$ cat config.mk
export PLATFORM = sky130hd
export DESIGN_NAME = scu_regs
export DESIGN_NICKNAME = d
export VERILOG_FILES = /design/src/rtl/scu_regs_pkg.sv /design/src/rtl/scu_decode.sv /design/src/rtl/scu_cfg_word.sv /design/src/rtl/scu_pwr_status.sv /design/src/rtl/scu_regs.sv
export SDC_FILE = /design/constraint.sdc
export NUM_CORES = 1
export LEC_CHECK = 0
export BUFFER_PORTS_ARGS = -buffer_cell sky130_fd_sc_hd__buf_2
export CORE_MARGIN = 10
export CORE_UTILIZATION = 54
export CTS_CLUSTER_DIAMETER = 40
export DETAILED_ROUTE_END_ITERATION = 16
export PLACE_DENSITY = 0.76
export SLEW_MARGIN = 30
export SYNTH_ARGS = -nofsm -noshare
export SYNTH_HDL_FRONTEND = slang
export SYNTH_SLANG_ARGS = --single-unit
$ cat constraint.sdc
create_clock -name clk_i -period 1.4 [get_ports clk_i]
set_input_delay 0.14 -clock clk_i [delete_from_list [all_inputs] [get_ports clk_i]]
set_output_delay 0.14 -clock clk_i [all_outputs]
set_load 0.005 [all_outputs]
$ cat src/rtl/scu_regs_pkg.sv
package scu_regs_pkg;

  localparam int DATA_W = 32;
  localparam int ADDR_W = 8;
  localparam int SIZE_W = 3;
  localparam int LANE_W = $clog2(DATA_W / 8);

  localparam logic [ADDR_W-1:0] OFS_CTRL = 8'h00;
  localparam logic [ADDR_W-1:0] OFS_CFG  = 8'h04;
  localparam logic [ADDR_W-1:0] OFS_PWR  = 8'h08;

  typedef enum logic [1:0] {
    SEL_CTRL,
    SEL_CFG,
    SEL_PWR,
    SEL_NONE
  } sel_e;

  function automatic logic size_ok(input logic [SIZE_W-1:0] sz);
    return (sz == 3'd1) || (sz == 3'd2) || (sz == 3'd4);
  endfunction

  function automatic logic [DATA_W-1:0] size_mask(input logic [SIZE_W-1:0] sz);
    case (sz)
      3'd1:    return 32'h0000_00ff;
      3'd2:    return 32'h0000_ffff;
      3'd4:    return 32'hffff_ffff;
      default: return '0;
    endcase
  endfunction

endpackage

$ cat src/rtl/scu_decode.sv
module scu_decode
  import scu_regs_pkg::*;
(
  input  logic [ADDR_W-1:0] addr_i,
  output sel_e              sel_o,
  output logic [LANE_W-1:0] lane_o
);

  always_comb begin
    lane_o = addr_i[LANE_W-1:0];
    if (addr_i == OFS_CTRL)                              sel_o = SEL_CTRL;
    else if (addr_i == OFS_CFG)                          sel_o = SEL_CFG;
    else if (addr_i[ADDR_W-1:LANE_W] == OFS_PWR[ADDR_W-1:LANE_W]) sel_o = SEL_PWR;
    else                                                 sel_o = SEL_NONE;
  end

endmodule

$ cat src/rtl/scu_cfg_word.sv
module scu_cfg_word
  import scu_regs_pkg::*;
#(
  parameter int NUM_CPU = 1
) (
  output logic [DATA_W-1:0] cfg_o
);

  localparam int CPU_MASK = (1 << NUM_CPU) - 1;
  localparam logic [DATA_W-1:0] CFG = DATA_W'((CPU_MASK << 4) | (NUM_CPU - 1));

  generate
    if (NUM_CPU < 1 || NUM_CPU > 4) begin : g_bad_cpu
      $error("NUM_CPU out of range 1..4");
    end
  endgenerate

  assign cfg_o = CFG;

endmodule

$ cat src/rtl/scu_pwr_status.sv
module scu_pwr_status
  import scu_regs_pkg::*;
(
  input  logic              clk_i,
  input  logic              rst_ni,
  input  logic              wr_en_i,
  input  logic [SIZE_W-1:0] size_i,
  input  logic [LANE_W-1:0] lane_i,
  input  logic [DATA_W-1:0] wdata_i,
  output logic [DATA_W-1:0] pwr_o
);

  logic [DATA_W-1:0] pwr_q = '0;  // outside reset domain, powers up zero
  logic [DATA_W-1:0] base_mask;
  logic [DATA_W-1:0] lane_mask;
  logic [DATA_W-1:0] lane_data;
  logic [4:0]        shamt;

  always_comb begin
    shamt     = {lane_i, 3'b000};
    base_mask = size_mask(size_i);
    lane_mask = base_mask << shamt;              // bits past 31 fall off
    lane_data = (wdata_i & base_mask) << shamt;
  end

  always_ff @(posedge clk_i) begin
    if (wr_en_i) pwr_q <= (pwr_q & ~lane_mask) | lane_data;
  end

  assign pwr_o = pwr_q;

  // bits outside the shifted mask survive a merge
  assert_merge_keeps_R5: assert property (@(posedge clk_i) disable iff (!rst_ni)
    wr_en_i |=> (((pwr_q ^ $past(pwr_q)) & ~$past(lane_mask)) == '0));

  // no update without a legal size
  assert_bad_size_pwr_R6: assert property (@(posedge clk_i) disable iff (!rst_ni)
    !size_ok(size_i) |=> $stable(pwr_q));

endmodule

$ cat src/rtl/scu_regs.sv
module scu_regs
  import scu_regs_pkg::*;
#(
  parameter int NUM_CPU = 1
) (
  input  logic              clk_i,
  input  logic              rst_ni,
  input  logic [7:0]        addr_i,
  input  logic [31:0]       wdata_i,
  input  logic [2:0]        size_i,
  input  logic              rd_i,
  input  logic              wr_i,
  output logic [31:0]       rdata_o
);

  sel_e              sel;
  logic [LANE_W-1:0] lane;
  logic [DATA_W-1:0] cfg_w;
  logic [DATA_W-1:0] pwr_w;
  logic              wr_ok;
  logic              ctrl_q;

  scu_decode u_dec (
    .addr_i (addr_i),
    .sel_o  (sel),
    .lane_o (lane)
  );

  scu_cfg_word #(.NUM_CPU(NUM_CPU)) u_cfg (
    .cfg_o (cfg_w)
  );

  assign wr_ok = wr_i && size_ok(size_i);

  scu_pwr_status u_pwr (
    .clk_i   (clk_i),
    .rst_ni  (rst_ni),
    .wr_en_i (wr_ok && (sel == SEL_PWR)),
    .size_i  (size_i),
    .lane_i  (lane),
    .wdata_i (wdata_i),
    .pwr_o   (pwr_w)
  );

  always_ff @(posedge clk_i or negedge rst_ni) begin
    if (!rst_ni)                         ctrl_q <= 1'b0;
    else if (wr_ok && (sel == SEL_CTRL)) ctrl_q <= wdata_i[0];
  end

  always_ff @(posedge clk_i or negedge rst_ni) begin
    if (!rst_ni) rdata_o <= '0;
    else if (rd_i) begin
      case (sel)
        SEL_CTRL: rdata_o <= {{(DATA_W-1){1'b0}}, ctrl_q};
        SEL_CFG:  rdata_o <= cfg_w;
        SEL_PWR:  rdata_o <= pwr_w >> {lane, 3'b000};
        default:  rdata_o <= '0;
      endcase
    end
  end

  assert_ctrl_one_bit_R1: assert property (@(posedge clk_i) disable iff (!rst_ni)
    (rd_i && addr_i == 8'h00) |=> (rdata_o[31:1] == '0));

  assert_reset_clear_R2: assert property (@(posedge clk_i)
    !rst_ni |-> (!ctrl_q && rdata_o == '0));

  assert_cfg_read_R3: assert property (@(posedge clk_i) disable iff (!rst_ni)
    (rd_i && addr_i == 8'h04) |=> (rdata_o == $past(cfg_w)));

  assert_zero_fill_R4: assert property (@(posedge clk_i) disable iff (!rst_ni)
    (rd_i && addr_i == 8'h0b) |=> (rdata_o[31:8] == '0));

  assert_bad_size_ctrl_R6: assert property (@(posedge clk_i) disable iff (!rst_ni)
    (wr_i && !size_ok(size_i)) |=> $stable(ctrl_q));

  assert_hole_zero_R7: assert property (@(posedge clk_i) disable iff (!rst_ni)
    (rd_i && sel == SEL_NONE) |=> (rdata_o == '0));

  assert_hold_R8: assert property (@(posedge clk_i) disable iff (!rst_ni)
    !rd_i |=> $stable(rdata_o));

endmodule

; Yosys cells after proc, flatten, opt, wreduce, memory -nomap -nowiden
; Cells that the tools add are included.
[word_totals]
in_bits = 47
ff_bits = 65
[classes]
bitwise_logic = 4
n_eq_ne = 7
muxes = 5
n_shift = 3
n_reduce_logical = 7
[ops]
columns = cell, n
row1 = 32-bit one-hot mux with 3 select lines, 2
row2 = 32-bit bitwise AND, 2
row3 = 32-bit by 5-bit << shifter with 32-bit output, 2
row4 = 32-bit inverter, 1
row5 = 32-bit bitwise OR, 1
row6 = 32-bit by 5-bit right shift with 32-bit output, 1
row7 = 8-bit by 3-bit == test with 1-bit output (second input constant), 1
row8 = 8-bit logical NOT, 1
row9 = 6-bit by 2-bit == test with 1-bit output (second input constant), 1
row10 = 2-bit 2-to-1 mux, 2
row11 = 3-bit by 1-bit == test with 1-bit output (second input constant), 1
row12 = 3-bit by 2-bit == test with 1-bit output (second input constant), 1
row13 = 3-bit == test (second input constant), 1
row14 = 1-bit logical AND, 3
row15 = 2-bit by 1-bit == test with 1-bit output (second input constant), 1
row16 = 2-bit == test (second input constant), 1
row17 = 2-bit logical NOT, 1
row18 = 1-bit logical OR, 2
row19 = 1-bit 2-to-1 mux, 1

; Logic depth before layout (Yosys ltp)
; Gate-level depths: netlist (run 1).
[depth]
depth_word = 6
mapped_depth = 7

; Modules after synthesis
; From an unflattened synthesis (run 1), not the netlist that was laid out.
[unflattened]
cells_unflattened = 375
area_unflattened_um2 = 4165.2
[modules_own_cells]
columns = module, n_inst, cells_each, seq_area_each_um2, area_per_inst_um2
row1 = scu_regs, 1, 188, 825.8, 1955.6
row2 = scu_pwr_status, 1, 146, 960.9, 1903.1
row3 = scu_cfg_word, 1, 34, 0.0, 247.7
row4 = scu_decode, 1, 7, 0.0, 58.8

; Worst setup path after synthesis (run 1)
; No wires, ideal clock.
[synth_path]
path_kind = input -> register
startpoint = input port addr_i[7]
endpoint = register u_pwr.pwr_q[0] (netlist: u_pwr.pwr_o[0]), enable pin
path_stages = 3
required_ns = 1.008
slack_ns = -0.819
arrival_time_ns = 1.827
n_path_buf = 0
path_cell_list = or4_1 nor3b_2 and3_1
[synth_between]
elab_chain_cells = 6
elab_cells_between_ends = 8
[synth_rtl]
columns = element, line_no
row1 = from (decl), scu_regs.sv:8  ; input logic [7:0] addr_i,
row2 = 6-bit by 2-bit == test with 1-bit output, scu_decode.sv:13  ; else if (addr_i[ADDR_W-1:LANE_W] == OFS_PWR[ADDR_W-1:LANE_W]) sel_o = SEL_PWR;
row3 = 1-bit 2-to-1 mux, scu_decode.sv:13
row4 = 2-bit 2-to-1 mux, scu_decode.sv:12  ; else if (addr_i == OFS_CFG) sel_o = SEL_CFG;
row5 = 2-bit 2-to-1 mux *, scu_decode.sv:11  ; if (addr_i == OFS_CTRL) sel_o = SEL_CTRL;
row6 = 2-bit == test *, scu_regs.sv:38  ; .wr_en_i (wr_ok && (sel == SEL_PWR)),
row7 = 1-bit logical AND *, scu_regs.sv:38
row8 = named net u_pwr.wr_en_i, scu_pwr_status.sv:6  ; input logic wr_en_i,
row9 = to (signal assigned), scu_pwr_status.sv:27  ; if (wr_en_i) pwr_q <= (pwr_q & ~lane_mask) | lane_data;
row10 = to (decl), scu_pwr_status.sv:13  ; logic [DATA_W-1:0] pwr_q = '0;
; The timed path passes the listed nets; every way through them passes the cells marked *.
; A chain may end at the register's enable or synchronous reset.

; Final worst setup path (run 1)
[layout_path]
startpoint = input port addr_i[7]
endpoint = register u_pwr.pwr_q[27] (netlist: u_pwr.pwr_o[27]), enable pin
; Same word-level chain as after synthesis.

==> results of run 1 <==
[metrics by stage]
stage	area, µm²	setup slack (ns)	std cells
detailed placement	4390	-0.302	466
CTS	4590	0.0442	483
global placement	4390	-0.290	466
floorplan	3700	-0.263	295
finish	4610	0.0434	483
global route	4610	0.00286	483
[synthesized netlist by cell type, types with 3 or more instances]
cell and number:
mux2i_1 40, nor2_1 21, a32oi_1 10, a22o_1 8, mux2_2 10, and3_1 3
o2bb2ai_1 30, a21oi_1 12, buf_2 10, nand2_1 3, nor2b_1 8, inv_1 11
a221o_1 23, clkbuf_1 8, dfrtp_1 33, buf_4 3, edfxtp_1 32
[power by group through the flow]
stage | clock network, mW | registers [mW] | logic, mW
3_5_place_dp | 0 | 2.06 | 0.574
6_report | 1.54 | 2.02 | 0.586
4_1_cts | 1.56 | 2.02 | 0.579
2_1_floorplan | 0 | 2.06 | 0.340
3_3_place_gp | 0 | 2.06 | 0.559
5_1_grt | 1.64 | 2.02 | 0.636
[state kept, by name, summed over array words and instances (netlist names)]
name         count
u_pwr.pwr_o     32
ctrl_q           1
rdata_o         32
[worst reg2reg max path: cells and delay by family, from the launching register on]
family          cells  cell delay (ns)
compound gates      2             0.33
simple gates        1             0.09
flops               1             0.48
mux                 1             0.23
[timing repair]
| item | in CTS | in global routing |
|---|---|---|
| resized for setup | 0 | 2 |
| endpoints found under the setup margin | 0 | 17 |
| buffers inserted | 0 | 0 |
| hold buffers | 1 | 0 |
| endpoints found under the hold margin | 33 | 0 |
[cell type report]
type / count / area [µm²]
fillers: 467 / 1780
clock inverters: 6 / 67.6
clock buffers: 10 / 128
repair buffers: 118 / 762
multi-input cells: 196 / 1730
inverters: 11 / 41.3
well taps: 77 / 96.3
flip-flops and latches: 65 / 1790
[layer usage]
metal	track usage	vias up	share of wire
met3	0.0347	8	0.070
met5	0	-	0
met1	0.244	1364	0.47
met4	0.0665	0	0.012
li1	-	1385	-
met2	0.274	123	0.45
[worst min path at each step]
stage	startpoint	end	slack, ns	cells past startpoint
2_1_floorplan	rst_ni	ctrl_q	-0.16	0
3_3_place_gp	rst_ni	rdata_o[0]	0.18	2
3_5_place_dp	rst_ni	rdata_o[4]	0.18	2
4_1_cts	rd_i	rdata_o[4]	0.06	2
5_1_grt	rd_i	rdata_o[0]	0.08	2
6_report	rd_i	rdata_o[4]	0.07	2
[cells by family (layout without fill, tap and decap cells)]
group,count (synthesis),count (layout),synth area share
AOI/OAI and AO/OA,89,89,0.218
xor gates and xnor gates,2,2,0.00490
buffers and inverters,34,145,0.0445
DFF,65,65,0.500
muxes,50,50,0.144
and+or+nand+nor,55,55,0.0889
==> results by group, run 1 <==
Pwr
  – Net Sw Frac: 0.246
  – Tot Pwr: 4.15 mW
  – PD cells: 900 nW/µm²
  – Leak: 2.12 nW
  – Clock power frac: 0.371
  – Int Power: 3.13 mW
  – Combinational share of power: 0.141
  – Peak VDD IR: 1.00 mV
  – Psw: 1.02 mW
  – Flop pwr share: 0.488

Die
  – Full die area: 10300 µm²
  – Core area: 6390 µm²
  – Top Ports: 79
  – Starting Density: 0.560
  – Die Ht: 101 µm
  – Std cell rows: 29
  – DIE WIDTH: 101 µm

Setup path
  – CP Max Fanout: 17
  – CP Capture Type: flip-flop
  – End point of the critical path: u_pwr.pwr_o[27]
  – CP Class: in2reg
  – FF-to-FF Start: u_pwr.pwr_o[24]
  – Cell depth of the worst setup path: 5
  – Required time of the worst setup path: 1.44 ns
  – Crit start category: primary input
  – Bufs and invs on worst path: 2
  – Top cell family by delay on the critical path: simple AND/OR/NAND/NOR gates
  – Reg-to-reg setup timing slack: between 0.15 and 0.2 ns
  – CP Data Arrival Time: 1.40 ns
  – Worst Reg2Reg Path Length in Cells: 4
  – CP max stage delay: 0.55 ns
  – Critical path launch point: addr_i[7]
  – Critical-path top delay cell: or4_4
  – Reg2reg end: rdata_o[0]
  – CP Cell Sequence: buf_6, or4_4, nor3b_4, and3_4, buf_12

Global route
  – Gr usage total: 0.179
  – Pin count of the biggest net entering global routing: 34
  – Grt ovf: 0
  – Vias in the first global route: 2913
  – Antenna violations before repair: 0
  – Global-route wire length before repair: 15000 µm

Synthesis
  – Synth Warn #: 0
  – Post-Synthesis Net Count: 342
  – Synth area leader: edfxtp_1
  – Netlist Area Pre-Place: between 3000 and 4000 µm²
  – Top-area cell type share of the netlist area: 0.269
  – Top cells by area, synth: edfxtp_1 27%, dfrtp_1 23%, mux2i_1 11%
  – Synth cell types: 41
  – Sequential share of the synthesized area: 0.500
  – FFs w/ async S/R, synth: 0.508
  – Yosys reg bits: 65
  – EDFF count, synth: 32
  – Avg Inst Size Synth: about 12 µm²
  – Cell count after synthesis: 295
  – Synth Flop Type: dfrtp_1

Clocking
  – CTS root buf: clkbuf_8
  – CTS sink count: 65
  – CTS tree: yes
  – Clock slew at reported path FFs: 0.07 ns
  – H-Tree Depth: 3
  – Clk buf depth: 2
  – Skew-Pair Late Insertion Delay: 0.33 ns
  – CTS buffer count: 9

Final layout
  – Number of inserted diodes: 0
  – Layout cells sized above 1: 0.387
  – Fin util: 0.721
  – Layout Area Growth over Synthesis: 28.9%
  – Most common cell after layout, fill and taps aside: buf_2
  – Total Nets Final: around 450
  – Most frequent cells in the layout: 77 x buf_2, 40 x mux2i_1, 34 x buf_4

Timing
  – Fin crit share: 0.969
  – Setup Skew: 0.00737 ns
  – Peak Freq: 0.737 GHz
  – Final Slew Violations: 0
  – Final hold slack: between 0.07 and 0.08 ns
  – Setup-failing EPs final: 0
  – RSZ-0062 raised after global routing: false
  – Post-route minimum period: 1.36 ns
  – TNS Setup: 0 ns
  – Worst slew pin tran: 0.517 ns
  – Count of final hold-check violations: 0
  – Slew HR: 0.653

Place
  – Port Buffers: 78
  – GPL Wtd Cong: ~0.83
  – DP Wirelength: approximately 7400 µm

Drt
  – Detailed-route wire length per cell: 19.1 µm
  – DRC: 0
  – Wirelength, routed: 9210 µm
  – Vias per cell: 5.96
  – Drt pass-1 iters: 5
  – Final antenna-violating net count: 0
  – Vias: 2880
  – Initial detailed-routing violation count: 173

Status
  – Outcome: finished, final reports clean

Flow run
  – Max-cap violations: 0

Worst hold path
  – Hold Crit Class: in2reg
Power figures use the tool's default switching activity.
==> inputs of run 2 (changes only) <==
--- a/config.mk
+++ b/config.mk
@@ -5,12 +5,12 @@
 export SDC_FILE = /design/constraint.sdc
 export NUM_CORES = 1
 export LEC_CHECK = 0
-export BUFFER_PORTS_ARGS = -buffer_cell sky130_fd_sc_hd__buf_2
 export CORE_MARGIN = 10
-export CORE_UTILIZATION = 54
+export CORE_UTILIZATION = 55
 export CTS_CLUSTER_DIAMETER = 40
 export DETAILED_ROUTE_END_ITERATION = 16
-export PLACE_DENSITY = 0.76
+export DONT_BUFFER_PORTS = 1
+export PLACE_DENSITY = 0.67
 export SLEW_MARGIN = 30
 export SYNTH_ARGS = -nofsm -noshare
 export SYNTH_HDL_FRONTEND = slang
==> run 2 against run 1 <==
- fmax is 8.0% higher
- routed wire length up 0.54%
- die area down 1.5%
- largest cell class unchanged
- count of clock-buffer cells in the layout stayed put
- critical path type unchanged
- utilization is 4.5 points lower
- final area fell by 7.3%
- highest routed layer unchanged
==> results by group, run 2 (same netlist as run 1, synthesis figures left out) <==
Clocking
  – CTS buffer count: 9 (unchanged)
  – CTS sink count: 65 (unchanged)
  – CTS tree: yes
  – Clk buf depth: 2 (unchanged)
  – H-Tree Depth: 3 (unchanged)
  – Post-CTS Resized: 0 (unchanged)
  – Clock slew at reported path FFs: 0.07 ns (about the same)
  – Post CTS Setup Buffer Count: 0 (unchanged)
  – CTS root buf: clkbuf_8
  – Hold_buf cts: 17 (+16)
  – Skew-Pair Late Insertion Delay: 0.35 ns (+0.02 ns)

Setup path
  – CP Class: in2reg
  – CP Data Arrival Time: 1.32 ns (-0.08 ns)
  – CP Capture Type: flip-flop
  – CP Max Fanout: 20 (+3)
  – Crit start category: primary input
  – Required time of the worst setup path: 1.46 ns (+0.02 ns)

Timing
  – RSZ-0062 raised after global routing: false
  – Peak Freq: 0.796 GHz (+8.0%)
  – Slew HR: 0.623 (-0.0304)
  – Setup-failing EPs final: 0 (unchanged)
  – Count of final hold-check violations: 0 (unchanged)
  – Final hold slack: 0.0112 ns (-0.0610 ns)
  – Setup Skew: 0.0119 ns (+0.00452 ns)
  – Fin crit share: 0.897 (-0.0716)
  – Worst slew pin tran: 0.562 ns (+0.0453 ns)
  – Post-route setup slack: 0.144 ns (+0.100 ns)
  – Final Slew Violations: 0 (unchanged)
  – Post-route minimum period: 1.26 ns (-0.100 ns)

Die
  – Std cell rows: 29 (unchanged)
  – Full die area: 10100 µm² (-1.5%)
  – Core area: 6310 µm² (-1.1%)
  – Top Ports: 79 (unchanged)
  – Starting Density: 0.566 (+0.00643)
  – DIE WIDTH: 101 µm (-0.73%)
  – Die Ht: 101 µm (-0.73%)

Drt
  – Wirelength, routed: 9260 µm (+0.54%)
  – Drt pass-1 iters: 4 (-1)
  – Vias per cell: 6.52 (+9.4%)
  – Initial detailed-routing violation count: 130 (-25%)
  – Vias: 2649 (-8.0%)
  – Final antenna-violating net count: 0 (unchanged)
  – Detailed-route wire length per cell: 22.8 µm (+20%)
  – DRC: 0 (unchanged)

Global route
  – Pin count of the biggest net entering global routing: 53 (+56%)
  – Grt ovf: 0 (unchanged)
  – Global-route wire length before repair: 14600 µm (-2.3%)
  – Gr usage total: 0.183 (+0.00391)
  – Antenna violations before repair: 0 (unchanged)
  – Vias in the first global route: 2614 (-10%)

Final layout
  – Fin util: 0.677 (-0.0448)
  – Layout Area Growth over Synthesis: 19.5%
  – Most common cell after layout, fill and taps aside: mux2i_1
  – Number of inserted diodes: 0 (unchanged)
  – Layout cells sized above 1: 0.182 (-0.204)
  – Count of non-filler cells in the finished layout: 406 (-16%)
  – Fillers: 469 (+0.43%)
  – Total Nets Final: 371 (-17%)
  – Most frequent cells in the layout: 40 x mux2i_1, 33 x dfrtp_1, 32 x edfxtp_1

Pwr
  – Int Power: 3.42 mW (+9.5%)
  – Flop pwr share: 0.465 (-0.023)
  – Peak VDD IR: 0.845 mV (-16%)
  – Psw: 0.933 mW (-8.5%)
  – Leak: 1.77 nW (-17%)
  – Combinational share of power: 0.101 (-0.040)
  – PD cells: 1020 nW/µm² (+13%)
  – Clock power frac: 0.434 (+0.063)
  – Net Sw Frac: 0.214 (-0.0318)

Place
  – Place WS: -0.214 ns (+0.0875 ns)
  – GPL Wtd Cong: 0.796 (-3.7%)
  – Port Buffers: 0 (-100%)
  – Placed insts: 369 (-21%)
  – DP Wirelength: 6750 µm (-8.3%)

Status
  – Outcome: finished, final reports clean

Flow run
  – Max-cap violations: 0 (unchanged)

Worst hold path
  – Hold Crit Class: in2reg
run 2: power by group through the flow:
stage          sequential (mW)  combinational, mW  clock (mW)
3_5_place_dp              2.07              0.358           0
5_1_grt                   2.03              0.477        1.99
4_1_cts                   2.03              0.428        1.91
3_3_place_gp              2.07              0.352           0
6_report                  2.03              0.438        1.89
2_1_floorplan             2.06              0.340           0
run 2: worst paths after layout:
kind / slack, ns / end / startpoint / cells after the start
hold reg to reg: 0.51 / ctrl_q / ctrl_q / 1
min in group asynchronous: 0.24 / rdata_o[31] / rst_ni / 2
max in group asynchronous: 0.98 / ctrl_q / rst_ni / 2
setup / recovery: 0.14 / u_pwr.pwr_o[19] / addr_i[7] / 4
hold / removal: 0.01 / u_pwr.pwr_o[30] / wdata_i[6] / 1
setup reg to reg: 0.21 / rdata_o[0] / u_pwr.pwr_o[24] / 4
run 2: worst max-delay path, stage by stage:
cell	delay (ns)
or4_4	0.54
nor3b_4	0.21
and3_4	0.25
buf_12	0.17
run 2: cell type report:
| class | instances | area, µm² | area share |
|---|---|---|---|
| Timing Repair Buffer | 41 | 395 | 0.0926 |
| Clock inverter | 6 | 106 | 0.0249 |
| Clock buffer | 10 | 128 | 0.0299 |
| Inverter | 11 | 41.3 | 0.00967 |
| Sequential cell | 65 | 1790 | 0.418 |
| Multi-Input combinational cell | 196 | 1720 | 0.402 |
| Tap cell | 77 | 96.3 | 0.0226 |
run 2: per-layer routing:
layer | share of wire | GRT usage
met5 | 0 | 0
met4 | 0.013 | 0.0587
met3 | 0.11 | 0.0754
met2 | 0.43 | 0.258
met1 | 0.45 | 0.246
run 2: stage by stage:
stage               total power [mW]  cell area [µm²]  setup TNS [ns]
floorplan                       2.40             3700          -12.31
global placement                2.42             3820           -8.96
detailed placement              2.42             3820           -9.71
CTS                             4.36             4230               0
global route                    4.49             4270               0
finish                          4.36             4270               0
